**src/rtl/scl_gen_pkg.sv**
```systemverilog
package scl_gen_pkg;
  typedef enum logic [1:0] {
    PH_DRIVE   = 2'd0,
    PH_VERIFY  = 2'd1,
    PH_RELEASE = 2'd2,
    PH_HIGH    = 2'd3
  } scl_phase_e;

  localparam int unsigned HIGH_SAMPLES_STD  = 2;
  localparam int unsigned HIGH_SAMPLES_FAST = 1;
  localparam int unsigned HC_W = $clog2(HIGH_SAMPLES_STD + 2);
endpackage

```
**src/rtl/scl_sync.sv**
```systemverilog
module scl_sync #(
  parameter int unsigned STAGES = 2
) (
  input  logic clk,
  input  logic rst_n,
  input  logic d_async,
  output logic q_sync
);
  logic [STAGES-1:0] chain;

  genvar g;
  generate
    for (g = 0; g < STAGES; g++) begin : g_stage
      if (g == 0) begin : g_first
        always_ff @(posedge clk or negedge rst_n) begin
          if (!rst_n) chain[0] <= 1'b1;
          else        chain[0] <= d_async;
        end
      end else begin : g_next
        always_ff @(posedge clk or negedge rst_n) begin
          if (!rst_n) chain[g] <= 1'b1;
          else        chain[g] <= chain[g-1];
        end
      end
    end
  endgenerate

  assign q_sync = chain[STAGES-1];
endmodule

```
**src/rtl/scl_prescaler.sv**
```systemverilog
module scl_prescaler #(
  parameter int unsigned BAUD_W = 8
) (
  input  logic              clk,
  input  logic              rst_n,
  input  logic              run,
  input  logic [BAUD_W-1:0] baud,
  output logic              tick
);
  logic [BAUD_W-1:0] cnt;
  logic              wrap;

  assign wrap = (cnt >= baud);
  assign tick = run && wrap;

  always_ff @(posedge clk or negedge rst_n) begin
    if (!rst_n)     cnt <= '0;
    else if (!run)  cnt <= '0;
    else if (wrap)  cnt <= '0;
    else            cnt <= cnt + 1'b1;
  end

  // with a nonzero, unchanged baud value two ticks never sit back to back
  a_r1_tick_spacing: assert property (@(posedge clk) disable iff (!rst_n)
    (tick && baud != '0) |=> (!tick || baud != $past(baud)));
endmodule

```
**src/rtl/scl_phase_fsm.sv**
```systemverilog
module scl_phase_fsm
  import scl_gen_pkg::*;
(
  input  logic clk,
  input  logic rst_n,
  input  logic enable,
  input  logic tick,
  input  logic fast_mode,
  input  logic scl_s,
  output logic run,
  output logic pull,
  output logic done,
  output logic fault
);
  scl_phase_e      st;
  logic [HC_W-1:0] hc;
  logic [HC_W-1:0] hc_nxt;
  logic [HC_W-1:0] need;
  logic            stretched;
  logic            last_high;

  assign need      = (fast_mode ? HC_W'(HIGH_SAMPLES_FAST) : HC_W'(HIGH_SAMPLES_STD))
                     + HC_W'(stretched);
  assign hc_nxt    = hc + 1'b1;
  assign last_high = scl_s && (hc_nxt == need);

  always_ff @(posedge clk or negedge rst_n) begin
    if (!rst_n) run <= 1'b0;
    else        run <= enable;
  end

  always_ff @(posedge clk or negedge rst_n) begin
    if (!rst_n) begin
      st        <= PH_DRIVE;
      hc        <= '0;
      stretched <= 1'b0;
    end else if (!run) begin
      st        <= PH_DRIVE;
      hc        <= '0;
      stretched <= 1'b0;
    end else if (tick) begin
      unique case (st)
        PH_DRIVE:   st <= PH_VERIFY;
        PH_VERIFY:  st <= PH_RELEASE;
        PH_RELEASE: begin
          st        <= PH_HIGH;
          hc        <= '0;
          stretched <= 1'b0;
        end
        PH_HIGH: begin
          if (!scl_s) begin
            stretched <= 1'b1;
            hc        <= '0;
          end else if (last_high) begin
            st        <= PH_DRIVE;
            hc        <= '0;
            stretched <= 1'b0;
          end else begin
            hc <= hc_nxt;
          end
        end
        default: st <= PH_DRIVE;
      endcase
    end
  end

  assign pull  = run && (st == PH_DRIVE || st == PH_VERIFY);
  assign fault = run && tick && (st == PH_VERIFY) && scl_s;
  assign done  = run && tick && (st == PH_HIGH) && last_high;

  // a stopped block neither pulls the line nor strobes
  a_r7_idle_quiet: assert property (@(posedge clk) disable iff (!rst_n)
    !run |-> (!pull && !done && !fault));
  // a new low phase begins only after a period end or at start-up
  a_r3_pull_start: assert property (@(posedge clk) disable iff (!rst_n)
    $rose(pull) |-> ($past(done) || $rose(run)));
  // the line is let go only on a tick (or on stop)
  a_r3_release_on_tick: assert property (@(posedge clk) disable iff (!rst_n)
    ($fell(pull) && run) |-> $past(tick));
  // a fault is reported while the line is still being pulled
  a_r5_fault_while_low: assert property (@(posedge clk) disable iff (!rst_n)
    fault |-> pull);
  // the end strobe falls in the released phase and is followed by a pull
  a_r6_done_released: assert property (@(posedge clk) disable iff (!rst_n)
    done |-> (!pull && tick));
  a_r6_done_then_pull: assert property (@(posedge clk) disable iff (!rst_n)
    (done && enable) |=> (pull && !done));
  // the high-sample counter never exceeds the stretched requirement
  a_r4_count_bound: assert property (@(posedge clk) disable iff (!rst_n)
    hc <= HC_W'(HIGH_SAMPLES_STD));
endmodule

```
**src/rtl/scl_phase_gen.sv**
```systemverilog
module scl_phase_gen #(
  parameter int unsigned BAUD_W      = 8,
  parameter int unsigned SYNC_STAGES = 2
) (
  input  logic              clk,
  input  logic              rst_n,
  input  logic              enable,
  input  logic [BAUD_W-1:0] baud,
  input  logic              fast_mode,
  input  logic              scl_in,
  output logic              scl_pull,
  output logic              period_done,
  output logic              low_fault
);
  logic scl_s;
  logic run;
  logic tick;

  scl_sync #(.STAGES(SYNC_STAGES)) u_sync (
    .clk     (clk),
    .rst_n   (rst_n),
    .d_async (scl_in),
    .q_sync  (scl_s)
  );

  scl_prescaler #(.BAUD_W(BAUD_W)) u_presc (
    .clk   (clk),
    .rst_n (rst_n),
    .run   (run),
    .baud  (baud),
    .tick  (tick)
  );

  scl_phase_fsm u_fsm (
    .clk       (clk),
    .rst_n     (rst_n),
    .enable    (enable),
    .tick      (tick),
    .fast_mode (fast_mode),
    .scl_s     (scl_s),
    .run       (run),
    .pull      (scl_pull),
    .done      (period_done),
    .fault     (low_fault)
  );
endmodule

```
**config.mk**
```make
export PLATFORM = sky130hd
export DESIGN_NAME = scl_phase_gen
export DESIGN_NICKNAME = d
export VERILOG_FILES = /design/src/rtl/scl_gen_pkg.sv /design/src/rtl/scl_sync.sv /design/src/rtl/scl_prescaler.sv /design/src/rtl/scl_phase_fsm.sv /design/src/rtl/scl_phase_gen.sv
export SDC_FILE = /design/constraint.sdc
export NUM_CORES = 1
export LEC_CHECK = 0
export BUFFER_PORTS_ARGS = -buffer_cell sky130_fd_sc_hd__buf_2
export CORE_AREA = 5 5 53 55
export CTS_CLUSTER_SIZE = 14
export DETAILED_ROUTE_END_ITERATION = 16
export DIE_AREA = 0 0 58 60
export PLACE_DENSITY = 0.7
export SKIP_LAST_GASP = 1
export SLEW_MARGIN = 25
export SYNTH_ARGS = -nofsm -noshare
export SYNTH_HDL_FRONTEND = slang
export SYNTH_SLANG_ARGS = --single-unit
```
**constraint.sdc**
```tcl
create_clock -name clk -period 1.7 [get_ports clk]
set_input_delay 0.085 -clock clk [delete_from_list [all_inputs] [get_ports clk]]
set_output_delay 0.085 -clock clk [all_outputs]
set_load 0.02 [all_outputs]
```
==> flow_summary.json <==
{
  "outcome": "complete, but fails checks",
  "violations": "negative setup slack",
  "route.detailed.drc": 0,
  "grt_use_total_pct": 14.4,
  "clockRootBuffer": "clkbuf_4",
  "reg2reg_slack_ps": -200,
  "initialDrtViolationCount": 11,
  "grt_pass1_vias": 929,
  "antenna_found_initial": 0,
  "finalHoldViolCount": 0,
  "num_rows": 18,
  "cellPowerDensity_mw_per_mm2": 574,
  "yosysUniqueCellTypes": 34,
  "critPathLaunchType": "flip-flop",
  "cp_slowest_stage_delay_ps": 360,
  "netlist_area_sq_mm": 0.00104,
  "wirelength_um": 2240,
  "dp_hpwl_um": 1640,
  "setup_viol_count_final": 14,
  "clockBufferDepth": 2,
  "worst-path-max-fanout": 3,
  "fin_skew_ps": 2.41,
  "dieArea_sq_mm": 0.00348,
  "die_h_um": 60,
  "ys.flop_type": "dfrtp_1",
  "slew_headroom_pct": 75.1,
  "final-max-slew-violation-count": 0,
  "path_cells": "inv_1 > ha_1 > nand2b_4 > a2111oi_4 > o21ai_2 > nand2_2 > nor3_2 > buf_4",
  "start_util_pct": 44.4,
  "cts.sinks": 16,
  "crit_arrival_ps": 1860,
  "power_uw": 806,
  "crit_type": "flip-flop to primary output",
  "path_buf_inv": 2,
  "gp_congestion": 0.859,
  "switching_share_pct": 25.2,
  "finalNetCount": 176,
  "clkPwrFrac_pct": 31.5,
  "rsz0062_at_grt": "true",
  "diodes": 0,
  "grt_max_degree": 17,
  "synth_common_cells": "14 x dfrtp_1, 14 x ha_1, 12 x inv_1",
  "worst_pin_slew_ps": 374,
  "synth_seq_area_share_pct": 38.7,
  "post-synth-top-area-cell": "dfrtp_1",
  "min_period_ps": 1940,
  "area_growth_pct": 34.9,
  "placed_cells": 166,
  "wl_per_cell_um": 12.6,
  "power.leakage_uw": 0.000703,
  "power.internal_uw": 603,
  "synth_async_sr_flop_share_pct": 100,
  "required_ps": 1620,
  "yosysTopAreaCellShare_pct": 33.7,
  "netSwitchingPower_uw": 203,
  "dr.pass1.iters": 4,
  "core_area_sq_mm": 0.00234,
  "syn_nets": 136,
  "cts_tree": "done",
  "die_w_um": 58,
  "synthCells": 109,
  "place_ws_ps": -137,
  "final_layout_size_suffix_gt1_share_pct": 34.5,
  "cp_slowest_cell": "dfrtp_1",
  "vias": 900,
  "max_freq_mhz": 514,
  "drv_cap": 0,
  "portBuffers": 15,
  "power_frac_comb_pct": 19.1,
  "syn_avg_cell_area_sq_um": 9.55,
  "clkLatencyLatePin_ps": 290,
  "stdcell_count": 178,
  "grt_overflow": 0,
  "ys_ff_latch": 16,
  "ios": 16,
  "worst_slack_ps": -245,
  "grt_pass1_wl_um": 3840,
  "hold_path_class": "input port to async pin",
  "cts_made_buffers": 3,
  "fin_crit_sh_pct": 114,
  "peakVddDrop_mv": 0.494,
  "pwr-share-seq_pct": 49.4,
  "htreeDepth": 1,
  "clkSlewWorstSetupHoldPaths_ps": 90,
  "drtAntennaViolNets": 0,
  "synth_area_leaders": "dfrtp_1 34%, ha_1 17%, dfstp_2 5.0%",
  "synth_warnings": 0,
  "end_kind": "primary output",
  "crit_family": "compound AO/OA/AOI/OAI gates",
  "synth_edf_count": 0,
  "via_per_inst": 5.06
}
## area by class of cell
cell class	count	area, sq um
clock buffer	4	36.3
timing repair buffer	36	245
multi-input combinational	80	637
inverter	12	45.0
fill	196	938
tap	30	37.5
sequential	16	403
## state kept, by name, indices dropped and copies added (netlist names)
name             flops
u_fsm.st             2
u_fsm.hc             2
u_sync.q_sync        1
u_sync.chain         1
u_presc.cnt          8
u_fsm.run            1
u_fsm.stretched      1
## metal layers
metal,global-route usage [%],wire (um)
met1,17.8,1000
met2,24.4,1100
met3,2.38,90
met4,6.95,47
met5,0,0
## cells in the final DEF (no fill, tap or decap), drive strengths merged, types with 2 or more instances in the layout
| cell | instances |
|---|---|
| buf | 33 |
| ha | 14 |
| dfrtp | 14 |
| inv | 12 |
| nor2 | 11 |
| nand3 | 7 |
| nand2 | 7 |
| xor2 | 6 |
| o21ai | 6 |
| o21a | 4 |
| clkbuf | 4 |
| and3 | 3 |
| dlygate4sd3 | 3 |
| nor3 | 3 |
| mux2i | 3 |
| dfstp | 2 |
| a21oi | 2 |
## logic make-up after synthesis
logic type / share of synthesized area (%)
mux: 3.24
xor+xnor: 5.89
simple gates: 17.6
flops: 38.7
buf+inv: 4.69
compound gates: 13.1
fa+ha+maj: 16.8
## worst paths after layout
path / from / cells past startpoint / to
max in group asynchronous: rst_n / 2 / u_sync.chain[0]
setup reg to reg: u_presc.cnt[0] / 8 / u_fsm.hc[0]
min in group clk: u_sync.chain[0] / 0 / u_sync.q_sync
hold / removal: rst_n / 2 / u_fsm.st[0]
hold reg to reg: u_sync.chain[0] / 0 / u_sync.q_sync
setup / recovery: u_presc.cnt[0] / 8 / period_done
## repair_timing
item / in CTS / in global routing
hold buffers: 3 / 0
pin swaps: 7 / 1
endpoints found under the hold margin: 18 / 0
buffers inserted: 4 / 2
setup endpoints to repair: 15 / 15
gates resized for setup: 8 / 1
## metrics by stage
stage / hold slack, ps / TNS (ps) / util (%) / cell area, sq um
2_1_floorplan: -211 / -17.9 / - / 1050
4_1_cts: 228 / -2570 / 59.1 / 1380
6_report: 232 / -2110 / 59.9 / 1400
3_5_place_dp: 16.8 / -1220 / 53.5 / 1250
5_1_grt: 267 / -3660 / 59.9 / 1400
3_3_place_gp: 14.9 / -735 / 53.5 / 1250
## power by group through the flow
| stage | clock network (uW) | logic (uW) | registers (uW) |
|---|---|---|---|
| after floorplan | 0 | 60.4 | 408 |
| after global placement | 0 | 110 | 406 |
| after detailed placement | 0 | 113 | 406 |
| after CTS | 263 | 147 | 398 |
| after global routing | 286 | 171 | 400 |
| final | 254 | 154 | 398 |
## worst register-to-register path, cell delays in order, from the launching register on
cell	delay, ps
dfrtp_1	360
inv_1	50
ha_1	260
nand2b_4	120
a2111oi_4	70
buf_4	140
o21a_2	240
or4_1	500
o21ai_1	80
(Power assumes the default switching activity.)
